==> config.mk <==
export PLATFORM = sky130hd
export DESIGN_NAME = flr_id_keeper
export DESIGN_NICKNAME = d
export VERILOG_FILES = /design/src/rtl/flr_pkg.sv /design/src/rtl/flr_us_clock.sv /design/src/rtl/flr_pf_slot.sv /design/src/rtl/flr_id_keeper.sv
export SDC_FILE = /design/constraint.sdc
export NUM_CORES = 1
export LEC_CHECK = 0
export BUFFER_PORTS_ARGS = -buffer_cell sky130_fd_sc_hd__buf_4
export CAP_MARGIN = 0
export CORE_MARGIN = 5
export CORE_UTILIZATION = 45
export CTS_CLUSTER_SIZE = 28
export DETAILED_ROUTE_END_ITERATION = 7
export PLACE_DENSITY_LB_ADDON = 0.05
export SYNTH_ARGS = -nofsm -noshare
export SYNTH_HDL_FRONTEND = slang
export SYNTH_SLANG_ARGS = --single-unit
export TNS_END_PERCENT = 30
==> constraint.sdc <==
create_clock -name clk -period 5.9 [get_ports clk]
set_input_delay 1.18 -clock clk [delete_from_list [all_inputs] [get_ports clk]]
set_output_delay 1.18 -clock clk [all_outputs]
set_load 0.005 [all_outputs]
==> src/rtl/flr_pkg.sv <==
package flr_pkg;

    typedef enum logic [2:0] {
        ST_IDLE,
        ST_ARM,
        ST_CAP,
        ST_CHK,
        ST_VERIFY,
        ST_RELEASE,
        ST_RESTORE
    } flr_state_e;

    localparam int          LTSSM_FIELD_W = 6;
    localparam logic [5:0]  LTSSM_L0      = 6'h11;
    localparam int          FN_SHIFT      = 24;

endpackage

==> src/rtl/flr_us_clock.sv <==
module flr_us_clock #(
    parameter int TW = 32
) (
    input  logic          clk,
    input  logic          rst_n,
    input  logic          us_tick_i,
    output logic [TW-1:0] now_o
);

    always_ff @(posedge clk or negedge rst_n) begin
        if (!rst_n)
            now_o <= '0;
        else if (us_tick_i)
            now_o <= now_o + TW'(1);
    end

endmodule

==> src/rtl/flr_pf_slot.sv <==
module flr_pf_slot #(
    parameter int DATA_W = 32,
    parameter int TW     = 32
) (
    input  logic              clk,
    input  logic              rst_n,
    input  logic [TW-1:0]     now_i,
    input  logic              arm_i,
    input  logic              cap_i,
    input  logic              done_i,
    input  logic [DATA_W-1:0] data_i,
    output logic              running_o,
    output logic [DATA_W-1:0] saved_o,
    output logic [TW-1:0]     elapsed_o
);

    logic [TW-1:0] start_q;

    always_ff @(posedge clk or negedge rst_n) begin
        if (!rst_n) begin
            running_o <= 1'b0;
            start_q   <= '0;
            saved_o   <= '0;
        end else begin
            if (arm_i) begin
                running_o <= 1'b1;
                start_q   <= now_i;
            end else if (done_i) begin
                running_o <= 1'b0;
            end
            if (cap_i)
                saved_o <= data_i;
        end
    end

    // Modular difference stays correct across a wrap of the time base.
    assign elapsed_o = now_i - start_q;

endmodule

==> src/rtl/flr_id_keeper.sv <==
module flr_id_keeper
    import flr_pkg::*;
#(
    parameter int NUM_PF    = 2,
    parameter int DATA_W    = 32,
    parameter int TW        = 32,
    parameter int WAIT_US   = 99700,
    parameter int DBG_W     = 16,
    parameter int LTSSM_LSB = 3
) (
    input  logic              clk,
    input  logic              rst_n,
    input  logic              tick_i,
    input  logic              us_tick_i,
    input  logic [DBG_W-1:0]  ltssm_dbg_i,
    input  logic [NUM_PF-1:0] stop_i,
    output logic [NUM_PF-1:0] stop_clr_o,
    output logic              cfg_req_o,
    output logic              cfg_we_o,
    output logic [31:0]       cfg_addr_o,
    output logic [DATA_W-1:0] cfg_wdata_o,
    input  logic              cfg_ack_i,
    input  logic [DATA_W-1:0] cfg_rdata_i
);

    localparam int PF_W = (NUM_PF > 1) ? $clog2(NUM_PF) : 1;
    localparam logic [PF_W-1:0] LAST_PF = PF_W'(NUM_PF - 1);
    localparam logic [TW-1:0]   WAIT_LIM = TW'(WAIT_US);

    flr_state_e        state_q, state_d;
    logic [PF_W-1:0]   pf_q, pf_d, pf_nxt;
    logic [NUM_PF-1:0] stop_q;
    logic [NUM_PF-1:0] arm_v, cap_v, done_v, running_v;
    logic [DATA_W-1:0] saved_a   [NUM_PF];
    logic [TW-1:0]     elapsed_a [NUM_PF];
    logic [TW-1:0]     now_w;
    logic              link_l0, last_pf, stop_sel, run_sel, expired;
    logic [DATA_W-1:0] saved_sel;

    flr_us_clock #(.TW(TW)) u_clock (
        .clk       (clk),
        .rst_n     (rst_n),
        .us_tick_i (us_tick_i),
        .now_o     (now_w)
    );

    for (genvar g = 0; g < NUM_PF; g++) begin : g_slot
        flr_pf_slot #(.DATA_W(DATA_W), .TW(TW)) u_slot (
            .clk       (clk),
            .rst_n     (rst_n),
            .now_i     (now_w),
            .arm_i     (arm_v[g]),
            .cap_i     (cap_v[g]),
            .done_i    (done_v[g]),
            .data_i    (cfg_rdata_i),
            .running_o (running_v[g]),
            .saved_o   (saved_a[g]),
            .elapsed_o (elapsed_a[g])
        );
    end

    assign link_l0   = (ltssm_dbg_i[LTSSM_LSB +: LTSSM_FIELD_W] == LTSSM_L0);
    assign last_pf   = (pf_q == LAST_PF);
    assign pf_nxt    = pf_q + PF_W'(1);
    assign stop_sel  = stop_q[pf_q];
    assign run_sel   = running_v[pf_q];
    assign saved_sel = saved_a[pf_q];
    assign expired   = (elapsed_a[pf_q] > WAIT_LIM);

    // State register and pass bookkeeping.
    always_ff @(posedge clk or negedge rst_n) begin
        if (!rst_n) begin
            state_q <= ST_IDLE;
            pf_q    <= '0;
            stop_q  <= '0;
        end else begin
            state_q <= state_d;
            pf_q    <= pf_d;
            if (state_q == ST_IDLE)
                stop_q <= stop_i;
        end
    end

    // Next state and per-function strobes.
    always_comb begin
        state_d = state_q;
        pf_d    = pf_q;
        arm_v   = '0;
        cap_v   = '0;
        done_v  = '0;
        unique case (state_q)
            ST_IDLE: begin
                if (tick_i && link_l0 && (|stop_i)) begin
                    state_d = ST_ARM;
                    pf_d    = '0;
                end
            end
            ST_ARM: begin
                if (stop_sel && !run_sel)
                    arm_v[pf_q] = 1'b1;
                if (stop_sel && (saved_sel == '0)) begin
                    state_d = ST_CAP;
                end else begin
                    state_d = last_pf ? ST_CHK : ST_ARM;
                    pf_d    = last_pf ? '0 : pf_nxt;
                end
            end
            ST_CAP: begin
                if (cfg_ack_i) begin
                    cap_v[pf_q] = 1'b1;
                    state_d = last_pf ? ST_CHK : ST_ARM;
                    pf_d    = last_pf ? '0 : pf_nxt;
                end
            end
            ST_CHK: begin
                if (run_sel && expired) begin
                    state_d = ST_VERIFY;
                end else begin
                    state_d = last_pf ? ST_IDLE : ST_CHK;
                    pf_d    = last_pf ? '0 : pf_nxt;
                end
            end
            ST_VERIFY: begin
                if (cfg_ack_i) begin
                    if (cfg_rdata_i != saved_sel) begin
                        state_d = ST_RELEASE;
                    end else begin
                        state_d = last_pf ? ST_IDLE : ST_CHK;
                        pf_d    = last_pf ? '0 : pf_nxt;
                    end
                end
            end
            ST_RELEASE: begin
                state_d = ST_RESTORE;
            end
            ST_RESTORE: begin
                if (cfg_ack_i) begin
                    done_v[pf_q] = 1'b1;
                    state_d = last_pf ? ST_IDLE : ST_CHK;
                    pf_d    = last_pf ? '0 : pf_nxt;
                end
            end
            default: state_d = ST_IDLE;
        endcase
    end

    // Outputs decoded from the registered state.
    always_comb begin
        cfg_req_o   = (state_q == ST_CAP) || (state_q == ST_VERIFY) ||
                      (state_q == ST_RESTORE);
        cfg_we_o    = (state_q == ST_RESTORE);
        cfg_addr_o  = 32'(pf_q) << FN_SHIFT;
        cfg_wdata_o = saved_sel;
        stop_clr_o  = '0;
        if (state_q == ST_RELEASE)
            stop_clr_o[pf_q] = 1'b1;
    end

endmodule

==> results.py <==
metrics = {
    "job": {
        "max_cap_violations": 0,
    },
    "pwr": {
        "clkPwrFrac_pct": 19.8,
        "swShare_pct": 40.1,
        "comb_power_share_pct": 50.1,
        "internal_power_mw": 3.44,
        "seqPwrFrac_pct": 30.1,
        "max-vdd-ir-drop_mv": 0.239,
        "p_switching_mw": 2.30,
        "p_leak_nw": 5.73,
        "power_density_nw_per_um2": 493,
    },
    "global_routing": {
        "grt_max_degree": 101,
        "track_usage_pct": 18.3,
        "grt_first_pass_wirelength_um": 38800,
        "grt_pass1_vias": 7350,
        "gr-total-overflow": 0,
        "antenna_found_initial": 0,
    },
    "worst_setup_path": {
        "cp_max_fo": 46,
        "r2r-start": "last_pf",
        "cp-start-kind": "flip-flop",
        "cp.arrival_ns": 4.88,
        "r2r_end": "last_pf",
        "worstSetupPathType": "reg -> reg",
        "worstSetupStartpoint": "last_pf",
        "reg2regPathDepth": 12,
        "setup.worst_path.end_class": "flip-flop",
        "r2r_slack_ns": 1.32,
        "crit_required_ns": 6.20,
    },
    "timing": {
        "tns_ns": 0,
        "fmax_mhz": 218,
        "rsz0062_at_grt": "no",
        "setup_viol": 0,
        "fin_ws_ns": 1.32,
        "fin_crit_sh_pct": 77.7,
        "slew_headroom_pct": 40.0,
        "whs_ns": 0.490,
        "hold_viol": 0,
        "period_minus_slack_ns": 4.58,
        "fin_skew_ns": 0.0119,
        "worstMarginPinSlew_ns": 0.899,
        "drv_slew": 0,
    },
    "finish": {
        "diodes": 0,
        "n_fill_cell": 2072,
        "area_growth_pct": 12.4,
        "nets": 1135,
        "drive_gt1_share_pct": 27.1,
    },
    "detailed_routing": {
        "drt-initial-drc-count": 397,
        "drt-total-wl_um": 23900,
        "drc_errors": 0,
        "avgViaCountPerCell": 5.47,
        "ant_nets": 0,
        "wl_per_cell_um": 17.8,
        "vias": 7340,
        "drtPass1Iterations": 5,
    },
    "yosys": {
        "synth-async-reset-ratio_pct": 100,
        "ys_seq_area_share_pct": 40.5,
        "synth_seq_cells": 168,
        "synth_area_um2": 10400,
        "synth_cell_type_count": 74,
        "syn_area_per_cell_um2": 10.6,
        "synth.most_common_cell": "dfrtp_1",
        "synth-edff-count": 0,
        "synthFlopType": "dfrtp_1",
        "synth_common_cells": "dfrtp_1, mux2_2, nand2_1",
        "synth_cells": 979,
        "yosysWarnings": 0,
        "synth_top_cell_area_share_pct": 40.5,
        "synth_top_area_cell": "dfrtp_1",
        "synth_area_leaders": "dfrtp_1, mux2_2, mux2i_1, ha_1, xnor2_1",
    },
    "placed_design": {
        "dpl.hpwl_um": 17400,
        "portBuffers": 81,
        "pre_cts_ws_ns": 1.31,
        "place_congestion": 0.797,
    },
    "worst_hold_path": {
        "worstHoldPathType": "reg -> reg",
        "min_from": "g_slot[0].u_slot.start_q[0]",
        "hold_end": "g_slot[0].u_slot.start_q[0]",
        "holdPathStages": 2,
    },
    "cts": {
        "cts_root_buffer": "clkbuf_16",
        "cts_buffers": 17,
        "clk_pin_slew_ns": 0.08,
        "cts_tree": "built",
        "cts_resized": 0,
        "cts.path.max_buffers": 2,
        "cts_sinks": 168,
        "ctsHoldBuffers": 0,
        "post_cts_buffers": 0,
        "clk_latency_ns": 0.43,
        "htree_levels": 4,
    },
    "outcome": {
        "status": "finished clean",
    },
    "floorplanning": {
        "dieHeight_um": 162,
        "top_level_ports": 123,
        "fp-row-count": 55,
        "core_area_um2": 22600,
        "fp.dieArea_um2": 26200,
        "die_x_um": 162,
        "start_util_pct": 45.8,
    },
}
worst max path at each step:
stage	endpoint	slack, ns	cells after the start
floorplan	state_q[2]	1.19	18
global placement	state_q[2]	1.39	13
detailed placement	last_pf	1.31	13
CTS	last_pf	1.30	13
global route	last_pf	1.08	13
finish	last_pf	1.32	12
stage by stage:
step	utilization [%]	total power [mW]	area (um2)	instances
floorplan	-	3.79	10500	1009
global placement	48.8	4.62	11100	1311
detailed placement	48.8	4.64	11100	1311
CTS	51.5	5.80	11700	1343
global route	51.5	6.17	11700	1343
finish	51.5	5.74	11700	1343
state kept, by name, indices dropped and copies added, names as in the netlist:
signal	count
g_slot.u_slot.running_o	2
g_slot.u_slot.saved_o	64
g_slot.u_slot.start_q	64
last_pf	1
state_q	3
stop_q	2
u_clock.now_o	32
power groups by stage:
stage	Clock [mW]	Sequential [mW]	Combinational [mW]
after floorplan	0	1.60	2.19
after global placement	0	1.75	2.87
after detailed placement	0	1.75	2.88
after CTS	1.17	1.73	2.90
after global routing	1.22	1.78	3.17
final	1.14	1.73	2.88
kinds of logic (layout without fill, tap and decap cells):
| group | after synthesis | after routing | synth area share [%] |
|---|---|---|---|
| simple gates | 241 | 241 | 11.9 |
| fa+ha+maj | 35 | 35 | 4.29 |
| xor+xnor | 79 | 79 | 6.67 |
| mux | 201 | 201 | 21.1 |
| buf+inv | 104 | 153 | 5.70 |
| compound gates | 150 | 150 | 9.83 |
| flops | 168 | 168 | 40.5 |
| other cells | 1 | 31 | 0.0361 |
per-layer routing:
| metal | GRT usage [%] | part of all wire [%] | routed length [um] |
|---|---|---|---|
| met1 | 26.5 | 50 | 11800 |
| met2 | 28.5 | 45 | 10800 |
| met3 | 3.55 | 3.9 | 933 |
| met4 | 3.96 | 1.1 | 268 |
| met5 | 0 | 0 | 0 |
final cells by class:
cell class / instances / area [um2] / area share (%)
clock inverters: 15 / 180 / 1.55
multi-input cells: 737 / 5700 / 48.9
inverters: 32 / 120 / 1.03
clock buffers: 17 / 425 / 3.65
well taps: 285 / 357 / 3.06
repair buffers: 89 / 672 / 5.76
flip-flops and latches: 168 / 4210 / 36.1
critical path: stages (launching register included):
cell       delay, ns
dfrtp_4         0.94
mux2i_1         0.34
ha_1            0.26
nor2b_1         0.15
o2111a_1        0.27
o21ai_1         0.40
or3b_1          0.52
a221o_2         0.41
a211oi_2        0.14
nand4_1         0.17
a2111oi_4       0.52
a21oi_1         0.11
nand3b_1        0.19
placed cells by master, fill, tap and decap left out, types with 16 or more instances in the layout:
cell type  netlist  routed
nor2_1          46      46
nand2_1         64      64
xnor2_1         48      48
clkbuf_16        0      17
nor3_1          17      16
mux2i_1         61      61
dfrtp_1        168     167
ha_1            34      34
xor2_1          31      31
buf_4           38      88
o21ai_0         30      30
inv_1           32      32
a21oi_1         45      45
nand4_1         24      24
nand3_1         26      26
conb_1           1      31
mux2_2         140     140
Note: power is estimated with default switching activity, not from simulation.
